File: src/rtl/mul_pkg.sv
package mul_pkg;
  typedef enum logic [1:0] {
    ST_IDLE = 2'd0,
    ST_RUN  = 2'd1,
    ST_FIX  = 2'd2
  } mul_state_e;
endpackage

File: src/rtl/mul_ctrl.sv
module mul_ctrl
  import mul_pkg::*;
#(
  parameter int W = 32
) (
  input  logic clk,
  input  logic rst_n,
  input  logic start,
  output logic load,
  output logic step,
  output logic fix,
  output logic busy,
  output logic done
);
  localparam int CW = (W > 1) ? $clog2(W) : 1;

  mul_state_e      st_q;
  logic [CW-1:0]   iter_q;
  logic            done_q;
  logic            last_step;

  assign busy      = (st_q != ST_IDLE);
  assign load      = start && (st_q == ST_IDLE);
  assign step      = (st_q == ST_RUN);
  assign fix       = (st_q == ST_FIX);
  assign last_step = step && (iter_q == CW'(W - 1));
  assign done      = done_q;

  always_ff @(posedge clk or negedge rst_n) begin
    if (!rst_n) begin
      st_q   <= ST_IDLE;
      iter_q <= '0;
      done_q <= 1'b0;
    end else begin
      done_q <= fix;
      case (st_q)
        ST_IDLE: begin
          iter_q <= '0;
          if (start) st_q <= ST_RUN;
        end
        ST_RUN: begin
          iter_q <= iter_q + 1'b1;
          if (last_step) st_q <= ST_FIX;
        end
        ST_FIX:  st_q <= ST_IDLE;
        default: st_q <= ST_IDLE;
      endcase
    end
  end
endmodule

File: src/rtl/mul_dp.sv
module mul_dp #(
  parameter int W = 32
) (
  input  logic           clk,
  input  logic           rst_n,
  input  logic           load,
  input  logic           step,
  input  logic           fix,
  input  logic [W-1:0]   op_a,
  input  logic [W-1:0]   op_b,
  output logic [2*W-1:0] prod_q,
  output logic [W-1:0]   mcand_q,
  output logic           add_now
);
  localparam int W2 = 2 * W;

  logic       neg_q;
  logic [W:0] hi_sum;

  function automatic logic [W-1:0] abs_val(input logic [W-1:0] x);
    return x[W-1] ? (~x + 1'b1) : x;
  endfunction

  function automatic logic [W2-1:0] negate2(input logic [W2-1:0] x);
    return ~x + 1'b1;
  endfunction

  function automatic logic [W:0] upper_add(input logic [W-1:0] hi,
                                           input logic [W-1:0] m,
                                           input logic         en);
    return {1'b0, hi} + (en ? {1'b0, m} : {(W + 1){1'b0}});
  endfunction

  assign add_now = step && prod_q[0];
  assign hi_sum  = upper_add(prod_q[W2-1:W], mcand_q, prod_q[0]);

  always_ff @(posedge clk or negedge rst_n) begin
    if (!rst_n) begin
      prod_q  <= '0;
      mcand_q <= '0;
      neg_q   <= 1'b0;
    end else if (load) begin
      mcand_q <= abs_val(op_a);
      prod_q  <= {{W{1'b0}}, abs_val(op_b)};
      neg_q   <= op_a[W-1] ^ op_b[W-1];
    end else if (step) begin
      prod_q  <= {hi_sum, prod_q[W-1:1]};
    end else if (fix) begin
      prod_q  <= neg_q ? negate2(prod_q) : prod_q;
    end
  end
endmodule

File: src/rtl/seq_mult.sv
module seq_mult #(
  parameter int W = 32
) (
  input  logic           clk,
  input  logic           rst_n,
  input  logic           start,
  input  logic [W-1:0]   op_a,
  input  logic [W-1:0]   op_b,
  output logic           busy,
  output logic           done,
  output logic [2*W-1:0] product
);
  logic           load;
  logic           step;
  logic           fix;
  logic           add_now;
  logic [W-1:0]   mcand_q;
  logic [2*W-1:0] prod_q;

  mul_ctrl #(.W(W)) u_ctrl (
    .clk   (clk),
    .rst_n (rst_n),
    .start (start),
    .load  (load),
    .step  (step),
    .fix   (fix),
    .busy  (busy),
    .done  (done)
  );

  mul_dp #(.W(W)) u_dp (
    .clk     (clk),
    .rst_n   (rst_n),
    .load    (load),
    .step    (step),
    .fix     (fix),
    .op_a    (op_a),
    .op_b    (op_b),
    .prod_q  (prod_q),
    .mcand_q (mcand_q),
    .add_now (add_now)
  );

  assign product = prod_q;
endmodule

File: config.mk
export PLATFORM = sky130hd
export DESIGN_NAME = seq_mult
export DESIGN_NICKNAME = d
export VERILOG_FILES = /design/src/rtl/mul_pkg.sv /design/src/rtl/mul_ctrl.sv /design/src/rtl/mul_dp.sv /design/src/rtl/seq_mult.sv
export SDC_FILE = /design/constraint.sdc
export NUM_CORES = 1
export LEC_CHECK = 0
export BUFFER_PORTS_ARGS = -buffer_cell sky130_fd_sc_hd__buf_2
export CORE_MARGIN = 2
export CORE_UTILIZATION = 55
export CTS_CLUSTER_DIAMETER = 40
export DETAILED_ROUTE_END_ITERATION = 7
export GPL_ROUTABILITY_DRIVEN = 0
export GPL_TIMING_DRIVEN = 0
export PLACE_DENSITY = 0.81
export SLEW_MARGIN = 5
export SYNTH_ARGS = -nofsm -noshare
export SYNTH_HDL_FRONTEND = slang
export SYNTH_SLANG_ARGS = --single-unit
File: constraint.sdc
create_clock -name clk -period 3.4 [get_ports clk]
set_input_delay 1.02 -clock clk [delete_from_list [all_inputs] [get_ports clk]]
set_output_delay 1.02 -clock clk [all_outputs]
set_load 0.01 [all_outputs]
==> run summary, run 1 <==
post-DP HPWL -> 21900 um
PortBufs -> 132
Root Driver -> clkbuf_16
Routed wire per std cell -> 19.8 um
Worst-Margin Slew -> 0.885 ns
Leak Pwr -> 4.58 nW
Max Slew Vio Count -> 0
headroom to the max-slew limit -> 41.0%
RR Endpoint -> u_dp.prod_q[15]
worst setup path startpoint -> u_ctrl.st_q[0]
status -> finished with violations
Die H -> 133 um
total power divided by cell area -> 929 nW/um^2
Clock Path Buffers -> 2
CTS sink count -> 105
share of flip-flops with an asynchronous set or reset -> 100%
violated checks -> design-rule violations
Critical Path Start Type -> flip-flop
final cell count without fillers -> 1530
Via density -> 6.55
Final Util -> 64.2%
Core ar. -> 16500 um^2
post-synthesis sequential area ratio -> 28.6%
cts bufs inserted -> 9
EDFF count, synth -> 0
clock power share -> 11.3%
Cell Count Post-Placement -> 1516
Crit Path Class -> reg -> reg
global-route wire length before repair -> 48100 um
initial antenna violation count -> 0
Die Width -> 133 um
Sw Share -> 51.7%
sequential power share -> 27.0%
Register Area -> 2630 um^2
Combinational Power Share -> 61.7%
final cell area excluding filler cells -> 10600 um^2
adder-cell share of the synthesized area -> 5.67%
Critical Path Sink -> u_dp.prod_q[15]
Reg clk slew, reported paths -> 0.08 ns
total number of vias -> 10022
share of cells above drive strength 1 -> 15.8%
yosys warns -> 0
syn nets -> 1271
r2r setup slk -> 0.04 ns
Synth cell types -> 77
min cycle time layout -> 3.36 ns
clock latency at the later pin of the worst-skew pair -> 0.37 ns
CTS Hold Bufs -> 0
GRT Overall Usage -> 34.1%
DRT iter0 DRCs -> 1344
synthesis-stage register bit count -> 105
Max Clock Freq -> 298 MHz
Initial Util -> 55.7%
die area -> 17700 um^2
drt first pass iters -> 8
syn_area_per_cell -> 7.89 um^2
CP Capture Type -> flip-flop
portion of netlist area occupied by mux cells -> 2.22%
area occupied by multi-input gates -> 6290 um^2
xor and xnor fraction of the mapped netlist area -> 8.12%
endpoints failing setup -> 0
Post-synth top flop -> dfrtp_1
RSZ-0062 raised after global routing -> yes
FILL cells -> 1458
htree depth -> 3
pin count of the biggest net entering global routing -> 58
Required @ worst endpoint -> 3.63 ns
final clock period utilization by the worst path -> 98.9%
Worst Hold Class -> reg -> reg
reg2reg start -> u_ctrl.st_q[0]
Max VDD drop -> 0.463 mV
synthesized area -> 9170 um^2
Post-Synthesis Cells -> 1163
Antenna Nets Post-Route -> 0
NetSw -> 5.08 mW
Final Net Count -> 1413
area grow syn2layout -> 15.3%
internal power -> 4.74 mW
Synth Area in Compound Gates -> 28.1%
main combinational cell family by area after synthesis -> compound AO/OA/AOI/OAI gates
Worst Skew -> 0.0125 ns
maximum capacitance violations -> 0
reg2reg path depth -> 9
TritonCTS clock tree -> done
Hold Violations, Final -> 0
Worst EP arrival -> 3.59 ns
drt drc -> 5
placed cell area -> 10100 um^2
simple-gate share of the synthesized area -> 23.3%
# rows -> 47
vias in the first global route -> 9297
largest fanout on the critical path -> 10
gr ovfl total -> 0
Routed WL -> 30200 um
# IOs -> 133
Inserted Diodes -> 0
## how the worst min path moves through the flow
stage,from,to,slack [ns],depth (start not counted)
after floorplan,u_dp.mcand_q[31],u_dp.mcand_q[31],0.44,2
after CTS,u_dp.mcand_q[30],u_dp.mcand_q[30],0.48,2
after global placement,u_dp.mcand_q[4],u_dp.mcand_q[4],0.45,2
after global routing,u_dp.mcand_q[13],u_dp.mcand_q[13],0.50,2
final,u_dp.mcand_q[11],u_dp.mcand_q[11],0.48,2
after detailed placement,u_dp.mcand_q[30],u_dp.mcand_q[30],0.46,2
## Yosys cell counts, types with 12 or more instances
| cell type | n | area (um^2) |
|---|---|---|
| a21o_1 | 21 | 158 |
| or4_1 | 12 | 90.1 |
| or3_1 | 24 | 150 |
| and2_1 | 42 | 263 |
| clkbuf_1 | 55 | 206 |
| xor2_1 | 59 | 517 |
| xnor2_1 | 26 | 228 |
| dfrtp_1 | 105 | 2630 |
| o41ai_1 | 13 | 114 |
| a211oi_1 | 12 | 90.1 |
| o21ai_0 | 118 | 591 |
| nand2_1 | 132 | 495 |
| ha_1 | 40 | 500 |
| nor2_1 | 87 | 327 |
| inv_1 | 21 | 78.8 |
| nor3_1 | 31 | 155 |
| mux2i_1 | 17 | 170 |
| a221oi_1 | 22 | 193 |
| nand2b_1 | 12 | 75.1 |
| o31ai_1 | 20 | 150 |
| a21oi_1 | 91 | 455 |
| nand3_1 | 21 | 105 |
## registers in the layout (all words and copies together), names as in the netlist
register       cells
u_dp.prod_q       64
u_dp.mcand_q      32
u_ctrl.iter_q      5
u_ctrl.st_q        2
u_ctrl.done        1
u_dp.neg_q         1
## layer usage
layer,track usage [%],wire length [um]
met3,6.74,3010
met1,45.3,12200
met5,0,0
met4,16.4,1380
met2,53.9,13600
## through the flow
| stage | worst slack (ns) | hold slack [ns] | power [mW] | setup TNS, ns |
|---|---|---|---|---|
| after global placement | -0.740 | 0.454 | 8.20 | -7.17 |
| after CTS | 0.0157 | 0.477 | 9.55 | 0 |
| after detailed placement | -0.755 | 0.463 | 8.35 | -8.88 |
| final | 0.0390 | 0.477 | 9.82 | 0 |
| after global routing | -0.0728 | 0.501 | 10.5 | -0.289 |
| after floorplan | -0.00310 | 0.441 | 6.45 | -0.00621 |
## layout make-up
cell class,count,share of cell area [%]
plain buffers,63,2.54
clock buffers,12,2.42
clock inverters,4,0.485
inverters,22,0.781
multi-input cells,967,59.5
flip-flops and latches,105,24.8
well taps,220,2.60
repair buffers,137,6.81
## layout by cell type, fill, tap and decap left out, types with 10 or more instances in the layout
cell type,instances
o31ai_1,20
nand2b_1,12
nand3_1,21
xor2_1,59
a21oi_1,86
a22oi_1,11
dfrtp_1,104
and2_1,42
or3_1,23
nor3_1,30
buf_2,134
o41ai_1,12
a211oi_1,12
xnor2_1,26
a21o_1,21
inv_1,21
a221oi_1,21
clkbuf_1,47
mux2i_1,17
nor2_1,86
nor4_1,10
ha_1,40
or4_1,11
o22ai_1,10
nand2_1,132
o21ai_0,113
o211ai_1,10
## timing repair
action                                  CTS  global route
resized for setup                        19            18
endpoints found under the setup margin   24            34
pin swaps                                 1             3
setup buffers                             2             2
## logic make-up after synthesis
| logic type | after synthesis |
|---|---|
| buf+inv | 91 |
| fa+ha+maj | 41 |
| simple gates | 422 |
| compound gates | 399 |
| xor+xnor | 85 |
| mux | 20 |
| flops | 105 |
## critical path, stage by stage, from the launching register on
cell and delay (ns):
dfrtp_1 0.40, inv_1 0.08, ha_1 0.27, clkbuf_1 0.42, clkinv_1 0.40, a21oi_2 0.44, clkbuf_1 0.58, o311ai_0 0.32
a21oi_1 0.21, o31ai_1 0.09
## power by group through the flow
stage	sequential (mW)	combinational (mW)	clock [mW]
finish	2.65	6.06	1.11
global route	2.72	6.63	1.16
CTS	2.60	5.83	1.11
detailed placement	2.62	5.73	0
global placement	2.61	5.59	0
floorplan	2.54	3.91	0
(Power assumes the default switching activity.)
==> run 2, diff against run 1 <==
--- a/config.mk
+++ b/config.mk
@@ -16,4 +16,5 @@
 export SLEW_MARGIN = 5
 export SYNTH_ARGS = -nofsm -noshare
 export SYNTH_HDL_FRONTEND = slang
+export SYNTH_HIERARCHICAL = 1
 export SYNTH_SLANG_ARGS = --single-unit
==> run 2 against run 1 <==
Against the previous run: the run now ends clean; clock power about the same; design area down 2.7%; routed wire length down 7.4%; power up 3.2%; clock skew down 0.0051 ns; sequential share of layout area up 0.69 points; synthesized cell count down 4.5%; via count down 7.1%; global-route usage down 2.5 points; non-clock buffer count down 5; first-iteration DRC count down 28%; synthesized area down 2.4%; critical path type unchanged; largest power group unchanged.
==> run summary, run 2 <==
drt drc -> 0
total power divided by cell area -> 985 nW/um^2
gr ovfl total -> 0
Hold WS -> 0.500 ns
worst hold path depth -> 1
r2r setup slk -> 0.11 ns
Leak Pwr -> 4.43 nW
# rows -> 46
Reg clk slew, reported paths -> 0.07 ns
global-route wire length before repair -> 44200 um
Largest Register -> u_dp/prod_q
DRT iter0 DRCs -> 974
PortBufs -> 131
Max Slew Vio Count -> 0
Critical Path Start Type -> flip-flop
Via density -> 6.31
RR Endpoint -> u_dp/prod_q[60]
die area -> 17300 um^2
pin count of the biggest net entering global routing -> 67
Max Clock Freq -> 304 MHz
synthesized area -> 8950 um^2
syn_area_per_cell -> 8.06 um^2
Antenna Nets Post-Route -> 0
Post-Synthesis Cells -> 1111
Die Width -> 132 um
clock latency at the later pin of the worst-skew pair -> 0.36 ns
yosys warns -> 6
Initial Util -> 56.4%
Routed wire per std cell -> 19.0 um
syn nets -> 1216
Worst Hold Class -> reg -> reg
share of cells above drive strength 1 -> 15.9%
RSZ-0062 raised after global routing -> no
# IOs -> 133
Clock Path Buffers -> 2
TritonCTS clock tree -> done
Max VDD drop -> 0.428 mV
commonest cells after routing, fill and taps aside -> buf_2, nand2_1, dfrtp_1
Final Net Count -> 1361
GRT Overall Usage -> 31.7%
final clock period utilization by the worst path -> 96.9%
Die H -> 132 um
CP Capture Type -> flip-flop
largest fanout on the critical path -> 10
CTS sink count -> 105
Worst EP arrival -> 3.59 ns
Root Driver -> clkbuf_16
Combinational Power Share -> 61.2%
min cycle time layout -> 3.29 ns
endpoints failing setup -> 0
Hold Violations, Final -> 0
Worst Skew -> 0.00732 ns
headroom to the max-slew limit -> 40.9%
maximum capacitance violations -> 0
clock power share -> 11.0%
Worst-Margin Slew -> 0.879 ns
sequential power share -> 27.8%
max FFs per register -> 64
post-DP HPWL -> 21000 um
drt first pass iters -> 6
reg2reg start -> u_dp/prod_q[0]
WHS Endpoint -> u_dp/mcand_q[8]
cts bufs inserted -> 9
Largest regs -> u_dp/prod_q x64, u_dp/mcand_q x32, u_ctrl/iter_q x5
Hold Crit Start -> u_dp/mcand_q[8]
area grow syn2layout -> 15.0%
status -> finished clean
Core ar. -> 15900 um^2
internal power -> 5.20 mW
htree depth -> 3
Inserted Diodes -> 0
total number of vias -> 9315
vias in the first global route -> 8594
initial antenna violation count -> 0
setup TNS -> 0 ns
Crit Path Class -> reg -> reg
Required @ worst endpoint -> 3.70 ns
commonest non-fill, non-tap cell in the layout -> buf_2
Sw Share -> 48.6%
Routed WL -> 28000 um
reg2reg path depth -> 12
NetSw -> 4.93 mW
==> run 2: how the worst max path moves through the flow <==
| stage | endpoint | cells past startpoint | start | slack, ns |
|---|---|---|---|---|
| 3_5_place_dp | u_dp/prod_q[63] | 14 | u_dp/prod_q[0] | -0.65 |
| 4_1_cts | u_dp/prod_q[61] | 11 | u_dp/prod_q[0] | 0.08 |
| 3_3_place_gp | u_dp/prod_q[61] | 14 | u_dp/prod_q[0] | -0.57 |
| 2_1_floorplan | u_dp/mcand_q[26] | 7 | op_a[12] | 0.13 |
| 6_report | u_dp/prod_q[60] | 12 | u_dp/prod_q[0] | 0.11 |
| 5_1_grt | u_dp/prod_q[60] | 11 | u_dp/prod_q[0] | 0.01 |
==> run 2: cell type report <==
cell class                 instances  area, um^2
timing repair buffer             135         708
clock inverter                     4        50.0
inverter                          20        75.1
clock buffer                      12         267
sequential                       105        2630
fill                            1389        5590
tap                              216         270
multi-input combinational        925        6060
buffer                            60         236
==> run 2: what timing repair did <==
action / 4_1_cts / 5_1_grt
buffers inserted: 2 / 1
setup endpoints to repair: 25 / 12
hold buffers: 0 / 0
resized for setup: 7 / 7
pin swaps: 1 / 1
==> run 2: through the flow <==
stage                     cell area (um^2)  util [%]  setup slack [ns]  cells  total power [mW]
final                                10300      64.8             0.106   1477              10.1
after global routing                 10300      64.8            0.0128   1477              10.9
after CTS                            10300      64.6            0.0791   1476              9.96
after detailed placement              9910      62.4            -0.652   1459              8.77
after global placement                9880      62.2            -0.565   1458              8.56
after floorplan                       8950         -             0.126   1111              6.97
==> run 2: worst max-delay path: stages (launching register included) <==
cell	delay [ns]
dfrtp_2	0.47
clkbuf_2	0.18
and2_1	0.15
ha_1	0.26
clkbuf_1	0.29
a21oi_1	0.11
o21ai_0	0.40
nor2_1	0.20
o21ai_0	0.22
o2111a_1	0.29
nor3_4	0.07
a2111oi_0	0.43
a211o_1	0.16
==> run 2: power by group through the flow <==
stage,Clock [mW],Combinational [mW],Sequential [mW]
global placement,0,5.79,2.77
global route,1.18,6.80,2.91
detailed placement,0,5.96,2.80
floorplan,0,4.24,2.73
finish,1.11,6.21,2.82
CTS,1.13,6.04,2.79
==> run 2: routing by layer <==
layer	GRT usage (%)	vias to the layer above	share of wire, %
li1	-	4327	-
met1	42.5	4349	41
met2	50.6	542	46
met3	3.82	97	9.4
met4	15.9	0	4.5
met5	0	-	0
